==> config.mk <==
export PLATFORM = sky130hd
export DESIGN_NAME = irq_prio_enc
export DESIGN_NICKNAME = d
export VERILOG_FILES = /design/src/rtl/irqenc_pkg.sv /design/src/rtl/irqenc_pick.sv /design/src/rtl/irqenc_regs.sv /design/src/rtl/irq_prio_enc.sv
export SDC_FILE = /design/constraint.sdc
export NUM_CORES = 1
export LEC_CHECK = 0
export ABC_AREA = 1
export BUFFER_PORTS_ARGS = -buffer_cell sky130_fd_sc_hd__buf_2
export CAP_MARGIN = 20
export CORE_ASPECT_RATIO = 1.75
export CORE_MARGIN = 1
export CORE_UTILIZATION = 59
export CTS_CLUSTER_DIAMETER = 120
export DETAILED_ROUTE_END_ITERATION = 8
export GPL_TIMING_DRIVEN = 0
export MAX_ROUTING_LAYER = met4
export PLACE_DENSITY = 0.91
export SYNTH_ARGS = -nofsm -noshare
export SYNTH_HDL_FRONTEND = slang
export SYNTH_SLANG_ARGS = --single-unit
==> constraint.sdc <==
create_clock -name clk -period 5.1 [get_ports clk]
set_clock_uncertainty 0.1 [all_clocks]
set_input_delay 1.02 -clock clk [delete_from_list [all_inputs] [get_ports clk]]
set_output_delay 1.02 -clock clk [all_outputs]
set_load 0.1 [all_outputs]
==> src/rtl/irqenc_pkg.sv <==
package irqenc_pkg;
  localparam int REG_W  = 32;
  localparam int ADDR_W = 6;

  // Register word offsets
  localparam logic [ADDR_W-1:0] OFS_PER_MASK  = 6'h00;
  localparam logic [ADDR_W-1:0] OFS_PER_PRI0  = 6'h04;
  localparam logic [ADDR_W-1:0] OFS_PER_PRI1  = 6'h08;
  localparam logic [ADDR_W-1:0] OFS_PER_PRI2  = 6'h0C;
  localparam logic [ADDR_W-1:0] OFS_MAIN_MASK = 6'h14;
  localparam logic [ADDR_W-1:0] OFS_MAIN_PRI0 = 6'h18;
  localparam logic [ADDR_W-1:0] OFS_MAIN_PRI1 = 6'h1C;
  localparam logic [ADDR_W-1:0] OFS_ENCODED   = 6'h24;
  localparam logic [ADDR_W-1:0] OFS_CRIT_STAT = 6'h28;
  localparam logic [ADDR_W-1:0] OFS_MAIN_STAT = 6'h2C;
  localparam logic [ADDR_W-1:0] OFS_PER_STAT  = 6'h30;

  // Packed status word layout
  localparam int CRIT_VLD_BIT = 10;
  localparam int CRIT_SRC_LSB = 8;
  localparam int CRIT_SRC_W   = 2;
  localparam int MAIN_VLD_BIT = 21;
  localparam int MAIN_SRC_LSB = 16;
  localparam int MAIN_SRC_W   = 5;
  localparam int PER_VLD_BIT  = 29;
  localparam int PER_SRC_LSB  = 24;
  localparam int PER_SRC_W    = 5;

  // Cascade markers
  localparam int CRIT_CASCADE = 2;
  localparam int MAIN_CASCADE = 4;

  // Reset values of the disable masks
  localparam logic [REG_W-1:0] PER_MASK_RST  = 32'h7FFF_FC00;
  localparam logic [REG_W-1:0] MAIN_MASK_RST = 32'h0001_0FFF;

  localparam int NUM_PRI = 5;

  typedef struct packed {
    logic                  valid;
    logic [PER_SRC_W-1:0]  src;
  } pick_t;
endpackage

==> src/rtl/irqenc_pick.sv <==
module irqenc_pick #(
  parameter int N  = 8,
  parameter int IW = 3
) (
  input  logic [N-1:0]  req,
  output logic          valid,
  output logic [IW-1:0] idx
);
  always_comb begin
    valid = |req;
    idx   = '0;
    for (int i = N - 1; i >= 0; i--) begin
      if (req[i]) idx = IW'(i);
    end
  end
endmodule

==> src/rtl/irqenc_regs.sv <==
module irqenc_regs
  import irqenc_pkg::*;
#(
  parameter int NCRIT = 4,
  parameter int NMAIN = 16,
  parameter int NPER  = 22
) (
  input  logic              clk,
  input  logic              rst,
  input  logic              we,
  input  logic [ADDR_W-1:0] addr,
  input  logic [REG_W-1:0]  wdata,
  input  logic [REG_W-1:0]  enc_word,
  input  logic [NCRIT-1:0]  crit_stat,
  input  logic [NMAIN-1:0]  main_stat,
  input  logic [NPER-1:0]   per_stat,
  output logic [REG_W-1:0]  per_mask,
  output logic [REG_W-1:0]  main_mask,
  output logic [REG_W-1:0]  rdata
);
  logic [REG_W-1:0] pri_q [NUM_PRI];
  logic [NUM_PRI-1:0] pri_hit;

  localparam logic [ADDR_W-1:0] PRI_OFS [NUM_PRI] =
    '{OFS_PER_PRI0, OFS_PER_PRI1, OFS_PER_PRI2, OFS_MAIN_PRI0, OFS_MAIN_PRI1};

  generate
    for (genvar g = 0; g < NUM_PRI; g++) begin : g_pri
      assign pri_hit[g] = (addr == PRI_OFS[g]);
      always_ff @(posedge clk) begin
        if (rst)                 pri_q[g] <= '0;
        else if (we && pri_hit[g]) pri_q[g] <= wdata;
      end
    end
  endgenerate

  always_ff @(posedge clk) begin
    if (rst) begin
      per_mask  <= PER_MASK_RST;
      main_mask <= MAIN_MASK_RST;
    end else if (we) begin
      if (addr == OFS_PER_MASK)  per_mask  <= wdata;
      if (addr == OFS_MAIN_MASK) main_mask <= wdata;
    end
  end

  logic [REG_W-1:0] rd_mux;
  always_comb begin
    rd_mux = '0;
    for (int i = 0; i < NUM_PRI; i++) begin
      if (pri_hit[i]) rd_mux = pri_q[i];
    end
    unique case (addr)
      OFS_PER_MASK:  rd_mux = per_mask;
      OFS_MAIN_MASK: rd_mux = main_mask;
      OFS_ENCODED:   rd_mux = enc_word;
      OFS_CRIT_STAT: rd_mux = REG_W'(crit_stat);
      OFS_MAIN_STAT: rd_mux = REG_W'(main_stat);
      OFS_PER_STAT:  rd_mux = REG_W'(per_stat);
      default: ;
    endcase
  end

  always_ff @(posedge clk) begin
    if (rst) rdata <= '0;
    else     rdata <= rd_mux;
  end
endmodule

==> src/rtl/irq_prio_enc.sv <==
module irq_prio_enc
  import irqenc_pkg::*;
#(
  parameter int          NCRIT      = 4,
  parameter int          NMAIN      = 16,
  parameter int          NPER       = 22,
  parameter logic [31:0] URGENT_SET = 32'h0000_0006
) (
  input  logic              clk,
  input  logic              rst,
  input  logic [NCRIT-1:0]  crit_irq_i,
  input  logic [NMAIN-1:0]  main_irq_i,
  input  logic [NPER-1:0]   per_irq_i,
  input  logic              reg_we,
  input  logic [ADDR_W-1:0] reg_addr,
  input  logic [REG_W-1:0]  reg_wdata,
  output logic [REG_W-1:0]  reg_rdata,
  output logic              cpu_irq_o
);
  localparam logic [NPER-1:0] URGENT = URGENT_SET[NPER-1:0];

  // Input capture
  logic [NCRIT-1:0] crit_q;
  logic [NMAIN-1:0] main_q;
  logic [NPER-1:0]  per_q;

  always_ff @(posedge clk) begin
    if (rst) begin
      crit_q <= '0;
      main_q <= '0;
      per_q  <= '0;
    end else begin
      crit_q <= crit_irq_i;
      main_q <= main_irq_i;
      per_q  <= per_irq_i;
    end
  end

  logic [REG_W-1:0] per_mask, main_mask, enc_word;

  // Peripheral level: reversed-order disable mask
  logic [NPER-1:0] per_en;
  generate
    for (genvar n = 0; n < NPER; n++) begin : g_per_gate
      assign per_en[n] = per_q[n] & ~per_mask[REG_W-1-n];
    end
  endgenerate

  logic [NPER-1:0] urg_req, norm_req;
  assign urg_req  = per_en & URGENT;
  assign norm_req = per_en & ~URGENT;

  logic                 urg_vld, norm_vld;
  logic [PER_SRC_W-1:0] urg_idx, norm_idx;

  irqenc_pick #(.N(NPER), .IW(PER_SRC_W)) u_pick_urg (
    .req(urg_req), .valid(urg_vld), .idx(urg_idx));
  irqenc_pick #(.N(NPER), .IW(PER_SRC_W)) u_pick_norm (
    .req(norm_req), .valid(norm_vld), .idx(norm_idx));

  pick_t per_pick;
  always_comb begin
    per_pick.valid = urg_vld | norm_vld;
    per_pick.src   = urg_vld ? urg_idx : norm_idx;
  end

  // Critical level: cascade replaces external bit
  logic [NCRIT-1:0] crit_eff;
  always_comb begin
    crit_eff               = crit_q;
    crit_eff[CRIT_CASCADE] = urg_vld;
  end

  // Main level: cascade replaces external bit, then mask
  logic [NMAIN-1:0] main_raw, main_en;
  always_comb begin
    main_raw               = main_q;
    main_raw[MAIN_CASCADE] = norm_vld;
  end
  generate
    for (genvar n = 0; n < NMAIN; n++) begin : g_main_gate
      assign main_en[n] = main_raw[n] & ~main_mask[15-n];
    end
  endgenerate

  logic                  crit_vld, main_vld;
  logic [CRIT_SRC_W-1:0] crit_idx;
  logic [MAIN_SRC_W-1:0] main_idx;

  irqenc_pick #(.N(NCRIT), .IW(CRIT_SRC_W)) u_pick_crit (
    .req(crit_eff), .valid(crit_vld), .idx(crit_idx));
  irqenc_pick #(.N(NMAIN), .IW(MAIN_SRC_W)) u_pick_main (
    .req(main_en), .valid(main_vld), .idx(main_idx));

  // Packed status word
  always_comb begin
    enc_word = '0;
    enc_word[CRIT_VLD_BIT] = crit_vld;
    enc_word[CRIT_SRC_LSB +: CRIT_SRC_W] = crit_idx;
    enc_word[MAIN_VLD_BIT] = main_vld;
    enc_word[MAIN_SRC_LSB +: MAIN_SRC_W] = main_idx;
    enc_word[PER_VLD_BIT]  = per_pick.valid;
    enc_word[PER_SRC_LSB +: PER_SRC_W]   = per_pick.src;
  end

  assign cpu_irq_o = crit_vld | main_vld | per_pick.valid;

  irqenc_regs #(.NCRIT(NCRIT), .NMAIN(NMAIN), .NPER(NPER)) u_regs (
    .clk       (clk),
    .rst       (rst),
    .we        (reg_we),
    .addr      (reg_addr),
    .wdata     (reg_wdata),
    .enc_word  (enc_word),
    .crit_stat (crit_eff),
    .main_stat (main_en),
    .per_stat  (per_en),
    .per_mask  (per_mask),
    .main_mask (main_mask),
    .rdata     (reg_rdata)
  );
endmodule

==> reports/results.txt, run 1 <==
Skew-Pair Late Insertion Delay - 0.53 ns
Commonest non-fill, non-tap cell in the layout - nand2_1
Placed cell area - 13100 sq um
Leak - 0.00612 uW
Quantity of hold-fixing buffers added after cts - 0
Initial DRC count - 1209
Yosys warns - 0
Hold path depth - 2
Die Area - 21100 sq um
CTS root buffer - clkbuf_16
Post-CTS setup buffer count - 0
# nets final - 1513
R2R Path End - u_regs.rdata[21]
# port buffers - 112
Crit path capture type - output pin
Outcome - finished, final reports clean
Reg2reg start - u_regs.per_mask[20]
Design Power - 4770 uW
Ys async rst share - 0
Pwr Density - 343 nW/um^2
CTS Sinks - 296
Final cell utilization of the core - 0.687
Drt pass-1 iters - 8
Peak Freq - 0.245 GHz
Hold path start - u_regs.per_mask[30]
Syn_nets - 1369
Post-synth EDFFs - 160
Dpl cells - 1649
Non-Filler Instances - 1696
Die Span Y - 191 um
# IOs - 116
RePlAce Congestion - 1.01
Vias - 10413
RSZ-0062 raised after global routing - false
Least-Margin Pin Slew - 0.969 ns
Fin Setup TNS - 0 ns
Crit path kind - flop to output pin
Avg Cell Area, Syn - 9.41 sq um
Crit Path Max Fanout - 3
HP Class - flop to flop
First-pass GRT wire length - 56900 um
Post-route ant nets - 0
Gate Count Post-Synth - 1286
Worst-path cell chain - inv_1 > nand2_1 > nand2_1 > nor2_2 > nand3_2 > nor4_4 > nor2_2 > inv_2 > nand3_2 > nor4_4 > nand3_1 > buf_2
Rel. slew slack - 0.337
WL final - 39400 um
Core area - 20200 sq um
Clk buf depth - 3
Mapped Area - 12100 sq um
Final period utilization - 0.802
Maximum VDD drop - 330 uV
Initial antenna violation count - 0
Max Cap Viol - 0
Final worst path period need - 4.09 ns
Layout cells sized above 1 - 0.157
Worst path buffer plus inverter count - 3
Dominant synthesized flop cell - edfxtp_1
CP startpoint kind - flop
Area growth from synthesis to layout - 14.7%
Vias in the first global route - 9921
Drt via density - 6.14
H-tree levels - 1
CTS clk-pin slew, worst paths - 0.07 ns
CTS tree - done
Filler cells - 1508
Worst path top cell family by delay - simple AND/OR/NAND/NOR gates
Chip width - 110 um
# rows - 69
Pins Over Slew Limit - 0
Wire per inst - 23.3 um
R2R Setup Slk - 2.52 ns
Hold Path End - u_regs.per_mask[30]
Critical path's largest stage delay - 0.47 ns
Most frequent cells in the layout - 233 x nand2_1, 225 x nor2_1, 160 x edfxtp_1
ANT cells - 0
Cell depth of the worst flop-to-flop path - 12
Initial Utilization - 0.599
Final setup viols - 0
Dpl hpwl - 28700 um
Fin area - 13900 sq um
Unique masters post-synth - 39
Fin. Hold Viols - 0
Critical-path top delay cell - nor4_4
All-Layer GR Usage - 0.391
Critical Path AT - 2.97 ns
Largest net degree at the start of global routing - 33
FF+latch count, synth - 296
Sequential-to-total area share from yosys stat - 0.622
GRT overflow - 0
Number of buffers created by CTS - 25
# resized after CTS - 0
Worst EP required - 3.98 ns
Drt drc - 0
flip-flops by register name, indices dropped and copies added, names as in the netlist:
signal,flops
per_q,22
main_q,15
u_regs.per_mask,32
u_regs.main_mask,32
crit_q,3
u_regs.pri_q,160
u_regs.rdata,32
worst register-to-register path: stages (launching register included):
cell and delay [ns]:
dfxtp_1 0.31, inv_1 0.05, nand2_1 0.22, nand2_1 0.13
nor2_2 0.16, nand3_2 0.12, nor4_4 0.47, nor2_2 0.11
inv_2 0.08, nand3_2 0.10, nor4_4 0.23, o21a_1 0.24
a31oi_1 0.10
cell usage after synthesis (all sizes together) (4+ instances only):
master	number	area share
a211oi	4	0.0025
o22ai	20	0.010
nor2	235	0.076
edfxtp	160	0.40
buf	35	0.015
nand2	243	0.077
o21ai	72	0.030
a22o	5	0.0036
inv	152	0.047
a21oi	64	0.026
nor3	4	0.0021
nand3	24	0.011
a31oi	24	0.012
nand4	7	0.0036
o211ai	15	0.0093
clkbuf	29	0.0090
dfxtp	136	0.23
a221oi	30	0.022
a22oi	9	0.0056
cells by family (layout without fill, tap and decap cells):
kind of cell / Yosys count / after routing / share of synthesized area
DFF: 296 / 296 / 0.622
AOI/OAI and AO/OA: 256 / 256 / 0.131
buffers and inverters: 217 / 379 / 0.0712
and+or+nand+nor: 517 / 517 / 0.176
where the power goes:
part / total (uW) / internal (uW) / switching [uW]
sequential: 2630 / 2600 / 31.7
combinational: 290 / 69.8 / 220
clock: 1850 / 999 / 846
routing by layer:
| metal | up-vias | wire length [um] | global-route usage |
|---|---|---|---|
| li1 | 4598 | - | - |
| met1 | 4744 | 12500 | 0.421 |
| met2 | 865 | 20000 | 0.662 |
| met3 | 206 | 4010 | 0.0573 |
| met4 | 0 | 2990 | 0.247 |
| met5 | - | 0 | - |
through the flow:
stage               setup slack, ns  hold slack, ns
floorplan                     0.692           0.365
global placement              -1.25           0.379
detailed placement             1.41           0.388
CTS                            1.07           0.398
global route                  0.937           0.439
finish                         1.01           0.400
worst max-delay path by stage:
stage | endpoint | slack (ns) | depth (start not counted) | from
3_5_place_dp | u_regs.pri_q[1][25] | 1.41 | 5 | rst
4_1_cts | cpu_irq_o | 1.07 | 12 | u_regs.per_mask[20]
3_3_place_gp | u_regs.pri_q[4][25] | -1.25 | 6 | reg_addr[0]
5_1_grt | cpu_irq_o | 0.94 | 12 | u_regs.per_mask[20]
2_1_floorplan | u_regs.pri_q[4][0] | 0.69 | 5 | reg_addr[1]
6_report | cpu_irq_o | 1.01 | 12 | u_regs.per_mask[20]
final cells by class:
| cell class | instances | area [sq um] | area share |
|---|---|---|---|
| clock inverters | 12 | 87.6 | 0.00631 |
| well taps | 248 | 310 | 0.0224 |
| plain buffers | 64 | 288 | 0.0207 |
| flip-flops and latches | 296 | 7530 | 0.542 |
| multi-input cells | 773 | 3750 | 0.270 |
| inverters | 153 | 574 | 0.0414 |
| repair buffers | 117 | 661 | 0.0476 |
| clock buffers | 33 | 686 | 0.0494 |
Power figures use the tool's default switching activity.
==> inputs of run 2 (changes only) <==
--- a/config.mk
+++ b/config.mk
@@ -10,12 +10,12 @@
 export CAP_MARGIN = 20
 export CORE_ASPECT_RATIO = 1.75
 export CORE_MARGIN = 1
-export CORE_UTILIZATION = 59
+export CORE_UTILIZATION = 53
 export CTS_CLUSTER_DIAMETER = 120
 export DETAILED_ROUTE_END_ITERATION = 8
 export GPL_TIMING_DRIVEN = 0
 export MAX_ROUTING_LAYER = met4
-export PLACE_DENSITY = 0.91
+export PLACE_DENSITY = 0.87
 export SYNTH_ARGS = -nofsm -noshare
 export SYNTH_HDL_FRONTEND = slang
 export SYNTH_SLANG_ARGS = --single-unit
==> constraint.sdc (replaced) <==
create_clock -name clk -period 3.74 [get_ports clk]
set_clock_uncertainty 0.1 [all_clocks]
set_input_delay 0.748 -clock clk [delete_from_list [all_inputs] [get_ports clk]]
set_output_delay 0.748 -clock clk [all_outputs]
set_load 0.1 [all_outputs]
==> reports/results.txt, run 2 (same netlist as run 1, synthesis figures left out) <==
Clock Power Share - 0.429 (+0.042)
Dpl hpwl - 28700 um (+0.24%)
ANT cells - 0 (unchanged)
Non-Filler Instances - 1745 (+2.9%)
Initial Utilization - 0.544 (-0.0552)
P_sw - 1550 uW (+42%)
Critical Path AT - 2.80 ns (-0.17 ns)
Top reg by flops - u_regs.pri_q
Rel. slew slack - 0.213 (-0.124)
P_int - 5430 uW (+48%)
Core area - 22300 sq um (+10%)
Area growth from synthesis to layout - 16.8%
Skew-Pair Late Insertion Delay - 0.54 ns (about the same)
Fin Setup TNS - 0 ns (unchanged)
Footprint of the multi-input gates - 3760 sq um (+0.27%)
Max reg flops - 160 (unchanged)
Maximum VDD drop - 366 uV (+11%)
Clk buf depth - 3 (unchanged)
CTS Sinks - 296 (unchanged)
Crit Path Max Fanout - 3 (unchanged)
Outcome - finished, final reports clean
RSZ-0062 raised after global routing - false
Switching share of power - 0.223 (-0.00763)
Sequential share of power - 0.514 (-0.038)
Pins Over Slew Limit - 0 (unchanged)
HP Class - primary input to flop
Drt drc - 0 (unchanged)
Max Cap Viol - 0 (unchanged)
Worst EP required - 2.89 ns (-1.09 ns)
Layout cells sized above 1 - 0.164 (+0.00748)
# port buffers - 112 (unchanged)
Final worst path period need - 3.65 ns
Peak Freq - 0.274 GHz
RePlAce Congestion - 0.978 (-3.5%)
First-pass GRT wire length - 58200 um (+2.4%)
Most frequent cells in the layout - 231 x nand2_1, 225 x nor2_1, 160 x edfxtp_1
GRT overflow - 0 (unchanged)
Least-Margin Pin Slew - 1.15 ns (+0.182 ns)
H-tree levels - 1 (unchanged)
Hold Slack - 0.308 ns (-0.0924 ns)
Die Span Y - 202 um (+5.5%)
Initial antenna violation count - 0 (unchanged)
Comb pwr share - 0.058 (-0.003)
Commonest non-fill, non-tap cell in the layout - nand2_1
# nets final - 1514 (+0.066%)
Vias - 10242 (-1.6%)
Final period utilization - 0.977
Register area - 7530 sq um (unchanged)
Drt pass-1 iters - 8 (unchanged)
Filler cells - 1803 (+20%)
Quantity of hold-fixing buffers added after cts - 0 (unchanged)
CTS clk-pin slew, worst paths - 0.07 ns (about the same)
Post-route ant nets - 0 (unchanged)
Cell depth of the worst flop-to-flop path - 14 (+2)
Die Area - 23500 sq um (+11%)
Crit path kind - flop to output pin
Drt via density - 5.87 (-4.4%)
Fin. Hold Viols - 0 (unchanged)
Chip width - 116 um (+5.4%)
Hold path depth - 3 (+1)
Initial DRC count - 1274 (+5.4%)
Largest net degree at the start of global routing - 33 (unchanged)
Final setup viols - 0 (unchanged)
Number of buffers created by CTS - 25 (unchanged)
Leak - 0.00618 uW (+1.0%)
Vias in the first global route - 10042 (+1.2%)
Pwr Density - 494 nW/um^2 (+44%)
CTS tree - done
CP startpoint kind - flop
Crit path capture type - output pin
CTS root buffer - clkbuf_16
# rows - 72 (+4.3%)
Dpl cells - 1697 (+2.9%)
All-Layer GR Usage - 0.354 (-0.0368)
WL final - 39200 um (-0.57%)
# IOs - 116 (unchanged)
Wire per inst - 22.5 um (-3.4%)
## run 2: what timing repair did
| item | 4_1_cts | 5_1_grt |
|---|---|---|
| resized for setup | 3 | 2 |
| setup buffers | 2 | 1 |
| endpoints found under the setup margin | 1 | 1 |
| pin swaps | 2 | 2 |
| cloned | 0 | 0 |
| endpoints found under the hold margin | 0 | 0 |
## run 2: layer usage
layer | GRT usage | part of all wire | wire (um)
met1 | 0.380 | 0.33 | 12800
met5 | - | 0 | 0
met2 | 0.590 | 0.51 | 19800
met3 | 0.0519 | 0.088 | 3450
met4 | 0.249 | 0.082 | 3200
## run 2: worst max-delay path, stage by stage (launching register included)
cell and delay (ns):
dfxtp_1 0.37, inv_1 0.09, nand2_2 0.16, nand2_1 0.10, nor2_1 0.14, inv_1 0.10, nor4_4 0.39, nor2_2 0.11
inv_2 0.08, nand3_2 0.10, nor4_4 0.26, nand3_2 0.15, buf_6 0.22
## run 2: layout make-up
cell class	count	area share
plain buffers	64	0.0204
clock buffers	25	0.0443
clock inverters	20	0.0220
inverters	153	0.0407
multi-input cells	773	0.266
flip-flops and latches	296	0.533
well taps	296	0.0262
repair buffers	118	0.0476
## run 2: final timing paths
path                                       endpoint  slack, ns                 from
worst min register to register  u_regs.per_mask[29]       0.40  u_regs.per_mask[29]
worst max-delay path                      cpu_irq_o       0.09  u_regs.per_mask[11]
worst min-delay path                       per_q[0]       0.31         per_irq_i[0]
worst max register to register     u_regs.rdata[21]       1.04  u_regs.per_mask[11]
## run 2: power by group through the flow
| stage | Sequential (uW) | Clock [uW] | Combinational (uW) |
|---|---|---|---|
| after detailed placement | 3660 | 0 | 385 |
| after global routing | 3600 | 3110 | 422 |
| final | 3590 | 2990 | 401 |
| after CTS | 3590 | 2970 | 391 |
| after floorplan | 3710 | 0 | 162 |
| after global placement | 3660 | 0 | 364 |
## run 2: metrics by stage
stage                util  total power, uW  worst slack [ns]  area (sq um)
floorplan               -             3870             0.470         12100
CTS                 0.634             6950            0.0294         14100
finish              0.635             6980            0.0870         14100
global placement    0.586             4020            -0.746         13000
global route        0.635             7120            0.0210         14100
detailed placement  0.591             4040             0.255         13200
